--- src/rtl/ssfs_pkg.sv ---
package ssfs_pkg;

  // Operating condition of the supervisor, ordered by precedence
  typedef enum logic [1:0] {
    ST_LOCK     = 2'd0,
    ST_FAULT    = 2'd1,
    ST_WAIT_REF = 2'd2,
    ST_RUN      = 2'd3
  } ssfs_state_e;

endpackage

--- src/rtl/ssfs_deglitch.sv ---
// Two-way qualified flag: moves to 1 after N consecutive set samples and
// back to 0 after N consecutive clear samples.
module ssfs_deglitch #(
  parameter int  N         = 3,
  parameter bit  RST_STATE = 1'b0
) (
  input  logic clk,
  input  logic rst_n,
  input  logic set_i,
  input  logic clr_i,
  output logic state_o
);

  localparam int CW = (N > 1) ? $clog2(N) : 1;
  localparam logic [CW-1:0] LAST = CW'(N - 1);

  logic [CW-1:0] cnt_q, cnt_d;
  logic          state_q, state_d;
  logic          toward;

  always_comb begin
    toward  = state_q ? clr_i : set_i;
    cnt_d   = '0;
    state_d = state_q;
    if (toward) begin
      if (cnt_q == LAST) begin
        state_d = ~state_q;
      end else begin
        cnt_d = cnt_q + 1'b1;
      end
    end
  end

  always_ff @(posedge clk or negedge rst_n) begin
    if (!rst_n) begin
      cnt_q   <= '0;
      state_q <= RST_STATE;
    end else begin
      cnt_q   <= cnt_d;
      state_q <= state_d;
    end
  end

  assign state_o = state_q;

endmodule

--- src/rtl/ssfs_ramp.sv ---
// Soft-start accumulator: emptied when not running, otherwise climbs by STEP
// once per PRESC cycles and saturates at CEIL.
module ssfs_ramp #(
  parameter int DUTY_W = 8,
  parameter int STEP   = 8,
  parameter int PRESC  = 4,
  parameter int CEIL   = 200
) (
  input  logic              clk,
  input  logic              rst_n,
  input  logic              run_i,
  output logic [DUTY_W-1:0] ss_o
);

  localparam logic [DUTY_W:0] STEP_C = (DUTY_W+1)'(STEP);
  localparam logic [DUTY_W:0] CEIL_C = (DUTY_W+1)'(CEIL);

  logic [DUTY_W-1:0] ss_q, ss_d;
  logic [DUTY_W:0]   sum;
  logic              tick;

  generate
    if (PRESC <= 1) begin : g_no_presc
      assign tick = run_i;
    end else begin : g_presc
      localparam int PW = $clog2(PRESC);
      localparam logic [PW-1:0] PLAST = PW'(PRESC - 1);
      logic [PW-1:0] pc_q, pc_d;

      always_comb begin
        pc_d = '0;
        if (run_i && (pc_q != PLAST)) begin
          pc_d = pc_q + 1'b1;
        end
      end

      always_ff @(posedge clk or negedge rst_n) begin
        if (!rst_n) begin
          pc_q <= '0;
        end else begin
          pc_q <= pc_d;
        end
      end

      assign tick = run_i && (pc_q == PLAST);
    end
  endgenerate

  always_comb begin
    sum = {1'b0, ss_q} + STEP_C;
    if (!run_i) begin
      ss_d = '0;
    end else if (tick) begin
      ss_d = (sum > CEIL_C) ? CEIL_C[DUTY_W-1:0] : sum[DUTY_W-1:0];
    end else begin
      ss_d = ss_q;
    end
  end

  always_ff @(posedge clk or negedge rst_n) begin
    if (!rst_n) begin
      ss_q <= '0;
    end else begin
      ss_q <= ss_d;
    end
  end

  assign ss_o = ss_q;

endmodule

--- src/rtl/ssfs_supervisor.sv ---
module ssfs_supervisor
  import ssfs_pkg::*;
#(
  parameter int CODE_W   = 8,
  parameter int DUTY_W   = 8,
  parameter int UV_OFF   = 92,
  parameter int UV_HYST  = 6,
  parameter int REF_GOOD = 40,
  parameter int SD_TRIP  = 14,
  parameter int UV_DG    = 3,
  parameter int SS_STEP  = 8,
  parameter int SS_PRESC = 4,
  parameter int SS_CEIL  = 200
) (
  input  logic              clk,
  input  logic              rst_n,
  input  logic [CODE_W-1:0] supply_code,
  input  logic [CODE_W-1:0] vref_code,
  input  logic [CODE_W-1:0] sd_code,
  input  logic [DUTY_W-1:0] ea_duty,
  output logic [DUTY_W-1:0] duty_cmd,
  output logic              force_off,
  output logic              drv_oe
);

  localparam logic [CODE_W-1:0] LO_TH  = CODE_W'(UV_OFF);
  localparam logic [CODE_W-1:0] HI_TH  = CODE_W'(UV_OFF + UV_HYST);
  localparam logic [CODE_W-1:0] REF_TH = CODE_W'(REF_GOOD);
  localparam logic [CODE_W-1:0] SD_TH  = CODE_W'(SD_TRIP);

  // Reset: asserted asynchronously, released through two flops
  logic [1:0] rst_sync_q;
  logic       rst_int_n;

  always_ff @(posedge clk or negedge rst_n) begin
    if (!rst_n) begin
      rst_sync_q <= 2'b00;
    end else begin
      rst_sync_q <= {rst_sync_q[0], 1'b1};
    end
  end
  assign rst_int_n = rst_sync_q[1];

  // Registered threshold compares
  logic sup_lo_q, sup_hi_q, ref_ok_q, sd_hi_q;

  always_ff @(posedge clk or negedge rst_int_n) begin
    if (!rst_int_n) begin
      sup_lo_q <= 1'b0;
      sup_hi_q <= 1'b0;
      ref_ok_q <= 1'b0;
      sd_hi_q  <= 1'b0;
    end else begin
      sup_lo_q <= supply_code < LO_TH;
      sup_hi_q <= supply_code > HI_TH;
      ref_ok_q <= vref_code > REF_TH;
      sd_hi_q  <= sd_code > SD_TH;
    end
  end

  // Qualified lockout and shutdown flags
  logic uv_lock, sd_fault;

  ssfs_deglitch #(.N(UV_DG), .RST_STATE(1'b1)) i_uv_dg (
    .clk     (clk),
    .rst_n   (rst_int_n),
    .set_i   (sup_lo_q),
    .clr_i   (sup_hi_q),
    .state_o (uv_lock)
  );

  ssfs_deglitch #(.N(UV_DG), .RST_STATE(1'b0)) i_sd_dg (
    .clk     (clk),
    .rst_n   (rst_int_n),
    .set_i   (sd_hi_q),
    .clr_i   (~sd_hi_q),
    .state_o (sd_fault)
  );

  // Operating condition
  ssfs_state_e st;
  logic        run;

  always_comb begin
    if (uv_lock) begin
      st = ST_LOCK;
    end else if (sd_fault) begin
      st = ST_FAULT;
    end else if (!ref_ok_q) begin
      st = ST_WAIT_REF;
    end else begin
      st = ST_RUN;
    end
    run = (st == ST_RUN);
  end

  // Soft-start accumulator
  logic [DUTY_W-1:0] ss_q;

  ssfs_ramp #(
    .DUTY_W (DUTY_W),
    .STEP   (SS_STEP),
    .PRESC  (SS_PRESC),
    .CEIL   (SS_CEIL)
  ) i_ramp (
    .clk   (clk),
    .rst_n (rst_int_n),
    .run_i (run),
    .ss_o  (ss_q)
  );

  // Output stage
  logic [DUTY_W-1:0] duty_d, duty_q;
  logic              foff_d, foff_q, oe_d, oe_q;

  always_comb begin
    duty_d = '0;
    if (run) begin
      duty_d = (ea_duty < ss_q) ? ea_duty : ss_q;
    end
    foff_d = ~run;
    oe_d   = (st != ST_LOCK);
  end

  always_ff @(posedge clk or negedge rst_int_n) begin
    if (!rst_int_n) begin
      duty_q <= '0;
      foff_q <= 1'b1;
      oe_q   <= 1'b0;
    end else begin
      duty_q <= duty_d;
      foff_q <= foff_d;
      oe_q   <= oe_d;
    end
  end

  assign duty_cmd  = duty_q;
  assign force_off = foff_q;
  assign drv_oe    = oe_q;

endmodule

--- config.mk ---
export PLATFORM = sky130hd
export DESIGN_NAME = ssfs_supervisor
export DESIGN_NICKNAME = d
export VERILOG_FILES = /design/src/rtl/ssfs_pkg.sv /design/src/rtl/ssfs_deglitch.sv /design/src/rtl/ssfs_ramp.sv /design/src/rtl/ssfs_supervisor.sv
export SDC_FILE = /design/constraint.sdc
export NUM_CORES = 1
export LEC_CHECK = 0
export BUFFER_PORTS_ARGS = -buffer_cell sky130_fd_sc_hd__buf_2
export CAP_MARGIN = 40
export CORE_UTILIZATION = 35
export DETAILED_ROUTE_END_ITERATION = 10
export PLACE_DENSITY = 0.63
export SLEW_MARGIN = 20
export SYNTH_ARGS = -nofsm -noshare
export SYNTH_HDL_FRONTEND = slang
export SYNTH_SLANG_ARGS = --single-unit
export TNS_END_PERCENT = 10
--- constraint.sdc ---
create_clock -name clk -period 0.98 [get_ports clk]
set_input_delay 0.098 -clock clk [delete_from_list [all_inputs] [get_ports clk]]
set_output_delay 0.098 -clock clk [all_outputs]
set_load 0.01 [all_outputs]
==> results of run 1 <==
==> logic make-up (layout without fill, tap and decap cells) <==
logic type / count (synthesis) / in the layout / synth area share, %
AOI/OAI and AO/OA: 34 / 34 / 16.5
buffers and inverters: 11 / 88 / 3.91
muxes: 1 / 1 / 0.881
DFF: 29 / 29 / 56.9
other: 1 / 1 / 0.293
xor gates and xnor gates: 1 / 1 / 0.685
and+or+nand+nor: 34 / 34 / 13.9
adders and majority gates: 7 / 7 / 6.85
==> flip-flops by register name, summed over array words and instances (netlist names) <==
| register | flops |
|---|---|
| drv_oe | 1 |
| duty_cmd | 8 |
| i_ramp.ss_o | 5 |
| rst_sync_q | 2 |
| sup_lo_q | 1 |
| i_sd_dg.state_o | 1 |
| i_uv_dg.state_o | 1 |
| force_off | 1 |
| i_sd_dg.cnt_q | 2 |
| sd_hi_q | 1 |
| sup_hi_q | 1 |
| ref_ok_q | 1 |
| i_uv_dg.cnt_q | 2 |
| i_ramp.g_presc.pc_q | 2 |
==> cells in the mapped netlist, types with 2 or more instances <==
| library cell | count | area [µm²] |
|---|---|---|
| inv_1 | 9 | 33.8 |
| ha_1 | 7 | 87.6 |
| nor3_1 | 2 | 10.0 |
| nor2_1 | 4 | 15.0 |
| and3_2 | 3 | 22.5 |
| o21ai_0 | 8 | 40.0 |
| dfrtp_1 | 27 | 676 |
| dfstp_2 | 2 | 52.6 |
| a21o_2 | 2 | 17.5 |
| nand4_1 | 4 | 25.0 |
| a211oi_1 | 2 | 15.0 |
| nand2_1 | 8 | 30.0 |
| nand3_1 | 7 | 35.0 |
| a21oi_1 | 14 | 70.1 |
==> metrics by stage <==
stage,util [%],std cells
4_1_cts,57.8,240
3_3_place_gp,50.0,221
2_1_floorplan,-,118
6_report,61.3,241
5_1_grt,61.3,241
3_5_place_dp,50.0,221
==> worst min path at each step <==
stage / startpoint / endpoint / slack (ns) / cells after the start
2_1_floorplan: rst_n / rst_sync_q[0] / -0.20 / 0
3_3_place_gp: rst_n / rst_sync_q[0] / -0.12 / 1
3_5_place_dp: rst_n / rst_sync_q[1] / -0.11 / 1
4_1_cts: sd_code[2] / sd_hi_q / 0.003 / 3
5_1_grt: ea_duty[5] / duty_cmd[5] / 0.02 / 3
6_report: supply_code[5] / sup_hi_q / 0.01 / 3
==> where the power goes <==
part | internal (W) | total, W | switching, W
sequential | 0.00132 | 0.00139 | 0.0000768
clock | 0.000609 | 0.00103 | 0.000422
combinational | 0.000312 | 0.000588 | 0.000276
total | 0.00224 | 0.00301 | 0.000775
==> layout make-up <==
class,count,area share (%)
sequential,29,34.8
multi-input combinational,78,33.5
timing repair buffer,71,23.3
tap,46,2.75
clock buffer,7,2.63
inverter,9,1.61
clock inverter,1,1.43
==> tightest hold or removal path: cells and delay by family <==
kind	cells	cell delay, ns
simple gates	1	0.06
buf+inv	1	0.11
compound gates	1	0.05
==> per-layer routing <==
metal	routed length (µm)	share of wire [%]	vias to the layer above
li1	-	-	572
met1	1240	40	559
met2	1590	51	50
met3	179	5.7	11
met4	108	3.5	0
met5	0	0	-
==> timing repair <==
action	in CTS	in global routing
setup endpoints to repair	20	26
pin swaps	12	12
endpoints found under the hold margin	6	0
hold buffers	11	0
setup buffers	0	1
resized for setup	22	16
==> summary.txt, run 1 <==
Status
  • Status: finished with violations
  • Failing checks: setup timing

Clocking
  • CTS Root Cell: clkbuf_4
  • Reg clk slew, reported paths: 0.09 ns
  • CTS Buffer Depth: 2
  • TritonCTS clock tree: built
  • Clk sinks: 29
  • H-tree Lvls: 2
  • Num CTS Buffers: 5
  • Clk_lat worst skew: 0.33 ns

Placement
  • HPWL after detailed placement: 2020 µm
  • Worst slack at placement: -0.461 ns
  • Routability cong.: 0.931
  • Buffers on Ports: 43
  • Area after DPL: 0.00171 mm²

STA
  • Slew Viols, Final: 0
  • Fmax: around 700 MHz
  • Final setup vio count: 17
  • Clock skew: between 0.01 and 0.015 ns
  • Final Hold Vio Count: 0
  • RSZ-0062 raised after global routing: yes
  • WHS: 0.0126 ns
  • Worst setup margin: -0.432 ns
  • Final min period: 1.41 ns
  • Period utilization: 144%
  • Setup TNS: -4.23 ns

Cells and area
  • Multi-input logic area: 702 µm²
  • Most common cell after layout, fill and taps aside: buf_2
  • Sequential standard cell area: roughly 730 µm²
  • # fillers: 287
  • NumNets Final: 235
  • Commonest non-fill, non-tap cells in the layout: 42 x buf_2, 27 x dfrtp_1, 14 x buf_4, 11 x a21oi_1, 11 x dlygate4sd3_1
  • # diodes: 0
  • Share of layout cells above drive strength 1: between 50% and 60%
  • Fin area: ~0.0021 mm²
  • Synth-to-Final Area Change: 63.8%

Floorplan
  • Die X: ~62 µm
  • # rows: 21
  • Io pins: 44
  • Chip Height: approximately 62 µm
  • Core area: 0.00342 mm²
  • Die area: 0.00390 mm²
  • Initial Util: 37.4%

Route
  • Routed Wire Length: 3110 µm
  • DRT Pass-1 Iters: 4
  • Post-DR vias/cell: 4.95
  • Vias: 1192
  • Initial drt markers: 35
  • Final ANT Viol Nets: 0
  • DR WL/cell: 12.9 µm
  • DRC: 0

Global route
  • Largest net degree at the start of global routing: 28
  • Met1 GRT Util: 19.0%
  • Vias in the first global route: about 1200
  • GR peak layer: met2
  • M2 GR Usage: 29.1%
  • Antenna violations before repair: 0
  • Global router's overall resource usage: between 15 and 20%
  • M3 GR Usage: 4.20%
  • Grt ovf: 0
  • First-pass GRT wire length: between 5000 and 6000 µm

Synthesis
  • Gate Count Post-Synth: 118
  • Fraction of registers with async set/reset: 100%
  • Mapped Area: around 0.0013 mm²
  • Post-synth cell types: 33
  • #FFs+latches synth: 29
  • Number of synthesized flops with an enable pin: 0
  • Synth Flop Type: dfrtp_1
  • Register area share after synthesis: between 50% and 60%
  • Mapped Nets: 159
  • Mean Syn Cell Area: ~11 µm²
  • Synth Warn #: 0

Setup path
  • CP Launch Type: flop
  • R2R setup slack: -0.43 ns
  • Worst Setup EP: duty_cmd[0]
  • Crit. End Element: flop
  • Crit path depth: 6
  • Worst path top cell family by delay: flip-flops
  • Register-to-Register Path Depth: 6
  • CP cell instances: inv_2 > ha_4 > a21oi_2 > a21oi_4 > nor2_4 > and3_4
  • WP data arrival: 1.68 ns
  • Critical path required time: 1.25 ns
  • Max stage delay on crit path: 0.39 ns
  • RR Startpoint: i_ramp.ss_o[5]
  • CP bufs+invs: 1
  • Crit-path slowest cell: dfrtp_1
  • Worst Path Max Fanout: 6
  • FF-to-FF End: duty_cmd[0]
  • Crit path launch: i_ramp.ss_o[5]
  • CP Class: reg2reg

Power
  • Power per Cell Area: 1440 mW/mm²
  • Max VDD drop: 0.956 mV
  • LEAKAGE: 0.935 nW
  • Total power: 0.00301 W

Min path
  • Worst min-delay path class: in2reg

Run
  • # Max-Cap Violations: 0
(Power assumes the default switching activity.)
==> run 2, diff against run 1 <==
- MAX_ROUTING_LAYER: default -> met4
==> run 2 against run 1 <==
Effect of this change: the flow still finishes with violations (setup timing); die area unchanged; non-clock buffer count rose by 3; first-iteration DRC count up 51%; flip-flop and latch count is the same; fmax is 2.1% lower; combinational power shrank 3%; sequential share of layout area grew 0.19 points; sequential power barely moved; global-route usage rose by 1.0 points.
==> summary.txt, run 2 (synthesized netlist as in run 1, its figures left out) <==
Status
  • Status: finished with violations
  • Failing checks: setup timing

Min path
  • Hold Crit Depth: 3
  • Worst min-delay path class: in2reg
  • Hold EP: sup_hi_q
  • Hold Startpoint: supply_code[5]

Cells and area
  • Fin area: 0.00208 mm²
  • Synth-to-Final Area Change: 62.9%
  • Share of layout cells above drive strength 1: between 50% and 60%
  • Finished Layout Cells: 244
  • NumNets Final: roughly 240
  • Commonest non-fill, non-tap cells in the layout: 42 x buf_2, 27 x dfrtp_1, 17 x buf_4, 12 x dlygate4sd3_1
  • Most common cell after layout, fill and taps aside: buf_2
  • Max FFs per register: 8
  • # diodes: 0

Route
  • Routed Wire Length: 3040 µm
  • DRC: 0
  • Final ANT Viol Nets: 0
  • Vias: 1206
  • Initial drt markers: 53
  • Post-DR vias/cell: 4.94
  • DRT Pass-1 Iters: 4
  • DR WL/cell: 12.5 µm

Floorplan
  • Initial Util: 37.4%
  • Core area: 0.00342 mm²
  • Chip Height: 62.4 µm
  • # rows: 21
  • Die X: 62.4 µm
  • Io pins: 44
  • Die area: 0.00390 mm²

Clocking
  • CTS Root Cell: clkbuf_4
  • Clk sinks: 29
  • CTS Buffer Depth: 2
  • H-tree Lvls: 2
  • TritonCTS clock tree: built
  • Clk_lat worst skew: 0.32 ns
  • Num CTS Buffers: 5
  • # Post-CTS Setup Buffers: 0
  • Reg clk slew, reported paths: 0.09 ns

Setup path
  • Register-to-Register Path Depth: 6
  • Worst Path Max Fanout: 6
  • CP Class: reg2reg
  • Crit. End Element: flop
  • CP Launch Type: flop
  • R2R setup slack: -0.46 ns
  • WP data arrival: 1.66 ns
  • RR Startpoint: i_ramp.ss_o[5]
  • FF-to-FF End: duty_cmd[1]
  • Critical path required time: 1.20 ns

Power
  • Total power: 0.00262 W
  • LEAKAGE: 0.932 nW
  • Power per Cell Area: 1260 mW/mm²
  • Max VDD drop: 0.742 mV

Placement
  • HPWL after detailed placement: ~2100 µm
  • Worst slack at placement: -0.448 ns
  • Area after DPL: 0.00173 mm²
  • Placed cells: 224
  • Routability cong.: around 0.93
  • Buffers on Ports: 43

STA
  • Final setup vio count: 19
  • Clock skew: 0.00959 ns
  • Period utilization: 147%
  • Slew Viols, Final: 0
  • Setup TNS: -4.20 ns
  • RSZ-0062 raised after global routing: yes
  • Fmax: 693 MHz
  • Final Hold Vio Count: 0
  • Worst setup margin: -0.462 ns
  • Final min period: 1.44 ns

Global route
  • First-pass GRT wire length: 5290 µm
  • Largest net degree at the start of global routing: 28
  • Grt ovf: 0
  • Antenna violations before repair: 0
  • Global router's overall resource usage: 18.3%
  • Vias in the first global route: 1233

Run
  • # Max-Cap Violations: 0
-- run 2: metrics by stage --
| step | util, % | hold WS [ns] |
|---|---|---|
| 5_1_grt | 61.0 | 0.0156 |
| 3_3_place_gp | 50.6 | -0.117 |
| 2_1_floorplan | - | -0.198 |
| 3_5_place_dp | 50.6 | -0.114 |
| 4_1_cts | 58.2 | 0.00279 |
| 6_report | 61.0 | 0.0167 |
-- run 2: metal layers --
layer / track usage, % / up-vias / share of wire (%)
met4: 7.27 / 0 / 2.3
met3: 5.66 / 11 / 5.6
met5: - / - / 0
li1: - / 580 / -
met1: 19.7 / 570 / 40
met2: 31.1 / 45 / 52
-- run 2: repair_timing --
item	4_1_cts	5_1_grt
hold endpoints to repair	6	0
hold buffers	12	0
cloned	0	0
resized for setup	25	19
pin swaps	13	13
endpoints found under the setup margin	19	21
-- run 2: layout make-up --
type	instances	area, µm²
timing repair buffer	74	509
sequential	29	728
clock inverter	2	10.0
multi-input combinational	78	701
fill	303	1330
inverter	9	36.3
tap	46	57.6
clock buffer	6	41.3
-- run 2: worst max-delay path by stage --
stage,startpoint,slack (ns),end,cells past startpoint
final,i_ramp.ss_o[5],-0.46,duty_cmd[1],6
after global routing,i_ramp.ss_o[5],-0.53,duty_cmd[1],6
after global placement,i_ramp.ss_o[3],-0.42,duty_cmd[1],6
after detailed placement,i_ramp.ss_o[3],-0.45,duty_cmd[1],6
after CTS,i_ramp.ss_o[3],-0.44,duty_cmd[6],6
after floorplan,i_ramp.ss_o[3],-0.39,duty_cmd[3],6
-- run 2: power breakdown --
group	switching, W	total, W	internal (W)
clock network	0.000394	0.000666	0.000272
registers	0.0000641	0.00138	0.00132
logic	0.000271	0.000572	0.000301
-- run 2: critical path, stage by stage (launching register included) --
cell	delay (ns)
dfrtp_1	0.38
inv_2	0.06
ha_4	0.29
o211ai_4	0.09
a21oi_4	0.30
nor2_4	0.07
and3_4	0.15
==> run 3, diff against run 2 <==
- CTS_BUF_LIST: default -> sky130_fd_sc_hd__clkbuf_4
- TNS_END_PERCENT: 10 -> default
==> run 3 against run 2 <==
Effect of this change: critical path depth stayed put; count of clock-buffer cells in the layout down 1; hold slack gained 0.0040 ns; largest cell class is now multi-input gates; routed wire length increased by 4.8%; the flow still finishes with violations (setup timing); first-iteration DRC count down 9.4%; critical endpoint is now duty_cmd[4]; worst setup slack improved by 0.076 ns; power increased by 0.59%; clock skew is 0.0016 ns higher; die area stayed put; combinational power up 2%; non-clock buffer count is 2 higher; sequential share of layout area decreased by 1.2 points.
==> summary.txt, run 3 (synthesized netlist as in run 1, its figures left out) <==
Placement
  • Worst slack at placement: -0.418 ns
  • Buffers on Ports: 43
  • Routability cong.: around 0.9
  • HPWL after detailed placement: just under 2000 µm
  • Area after DPL: roughly 0.0017 mm²

STA
  • Worst setup margin: -0.386 ns
  • Setup TNS: -3.86 ns
  • Final Hold Vio Count: 0
  • Final min period: 1.37 ns
  • Final setup vio count: 18
  • Fmax: 732 MHz
  • WHS: roughly 0.021 ns
  • Slew Viols, Final: 0
  • Clock skew: 0.0112 ns
  • Period utilization: 139%
  • RSZ-0062 raised after global routing: yes

Setup path
  • FF-to-FF End: duty_cmd[4]
  • CP bufs+invs: 1
  • R2R setup slack: -0.39 ns
  • Critical path required time: 1.24 ns
  • Max stage delay on crit path: 0.36 ns
  • Crit. End Element: flop
  • Register-to-Register Path Depth: 6
  • CP cell instances: inv_2 > ha_4 > o211ai_4 > a21oi_4 > o21ai_1 > a21oi_2
  • CP Class: reg2reg
  • WP data arrival: 1.63 ns
  • Worst path top cell family by delay: compound AO/OA/AOI/OAI gates
  • CP Launch Type: flop
  • RR Startpoint: i_ramp.ss_o[5]
  • Crit-path slowest cell: dfrtp_1
  • Worst Path Max Fanout: 6

Cells and area
  • Sequential standard cell area: 728 µm²
  • Most common cell after layout, fill and taps aside: buf_2
  • NumNets Final: ~240
  • # fillers: 271
  • Synth-to-Final Area Change: 68.6%
  • # diodes: 0
  • Multi-input logic area: 746 µm²
  • Commonest non-fill, non-tap cells in the layout: 42 x buf_2, 27 x dfrtp_1, 16 x buf_4, 12 x dlygate4sd3_1, 7 x a21oi_2
  • Max FFs per register: 8
  • Fin area: between 0.002 and 0.0025 mm²
  • Share of layout cells above drive strength 1: approximately three fifths

Global route
  • GR peak layer: met2
  • Grt ovf: 0
  • Global router's overall resource usage: 18.3%
  • Largest net degree at the start of global routing: 28
  • Met1 GRT Util: 19.9%
  • Vias in the first global route: 1272
  • M3 GR Usage: 6.20%
  • M2 GR Usage: 30.6%
  • First-pass GRT wire length: about 5400 µm
  • Antenna violations before repair: 0

Clocking
  • CTS Root Cell: clkbuf_4
  • TritonCTS clock tree: built
  • CTS Buffer Depth: 2
  • Reg clk slew, reported paths: 0.09 ns
  • Clk_lat worst skew: 0.33 ns
  • H-tree Lvls: 2
  • Num CTS Buffers: 5
  • Clk sinks: 29

Floorplan
  • Initial Util: 37.4%
  • Chip Height: around 62 µm
  • Die area: 0.00390 mm²
  • Die X: 62.4 µm
  • # rows: 21
  • Io pins: 44
  • Core area: 0.00342 mm²

Route
  • DRT Pass-1 Iters: 4
  • Initial drt markers: 48
  • DRC: 0
  • DR WL/cell: 12.9 µm
  • Post-DR vias/cell: 4.94
  • Vias: between 1000 and 1500
  • Routed Wire Length: 3190 µm
  • Final ANT Viol Nets: 0

Min path
  • Hold EP: sup_hi_q
  • Hold Startpoint: supply_code[5]
  • Worst min-delay path class: in2reg
  • Hold Crit Depth: 3

Power
  • Power per Cell Area: 1220 mW/mm²
  • Max VDD drop: 0.671 mV
  • Total power: 0.00264 W
  • LEAKAGE: roughly 0.94 nW

Run
  • # Max-Cap Violations: 0

Status
  • Status: finished with violations
  • Failing checks: setup timing
run 3: cell types whose count changed in the layout (fill, tap and decap cells not counted), sizes merged:
cell / change
clkbuf: -1
clkinv: +1
inv: +1
buf: +2
run 3: area by class of cell:
cell class              instances  area share, %
clock inverters                 3          0.580
flip-flops and latches         29           33.8
multi-input cells              78           34.6
repair buffers                 76           24.4
clock buffers                   5           1.74
inverters                       9           1.92
repair inverters                1          0.290
well taps                      46           2.67
run 3: worst min-delay path, stage by stage:
cell and delay [ns]:
buf_2 0.10, nand2_1 0.06, o21bai_1 0.05
run 3: per-layer routing:
metal  wire (µm)  vias up
met3         192       10
met5           0        -
met2        1680       50
met4          67        0
met1        1240      576
li1            -      584
run 3: metrics by stage:
stage / std cells / util (%)
floorplan: 118 / -
global placement: 219 / 49.5
detailed placement: 219 / 49.5
CTS: 246 / 61.5
global route: 247 / 63.1
finish: 247 / 63.1
run 3: how the worst max path moves through the flow:
stage                    from     endpoint  slack [ns]  cells past startpoint
6_report       i_ramp.ss_o[5]  duty_cmd[4]       -0.39                      6
3_3_place_gp   i_ramp.ss_o[3]  duty_cmd[2]       -0.38                      6
2_1_floorplan  i_ramp.ss_o[3]  duty_cmd[3]       -0.39                      6
5_1_grt        i_ramp.ss_o[5]  duty_cmd[6]       -0.46                      6
4_1_cts        i_ramp.ss_o[5]  duty_cmd[2]       -0.37                      6
3_5_place_dp   i_ramp.ss_o[5]  duty_cmd[4]       -0.42                      6
run 3: power breakdown:
part	internal, W	leakage [nW]	switching, W
logic	0.000303	0.537	0.000282
registers	0.00132	0.370	0.0000732
clock network	0.000259	0.0300	0.000400
total	0.00188	0.938	0.000756
run 3: timing repair:
| item | CTS | global route |
|---|---|---|
| gates resized for setup | 42 | 10 |
| gates cloned | 1 | 0 |
| pin swaps | 23 | 13 |
| setup endpoints to repair | 17 | 22 |
| hold endpoints to repair | 6 | 0 |
| buffers inserted | 6 | 2 |
| hold buffers | 12 | 0 |
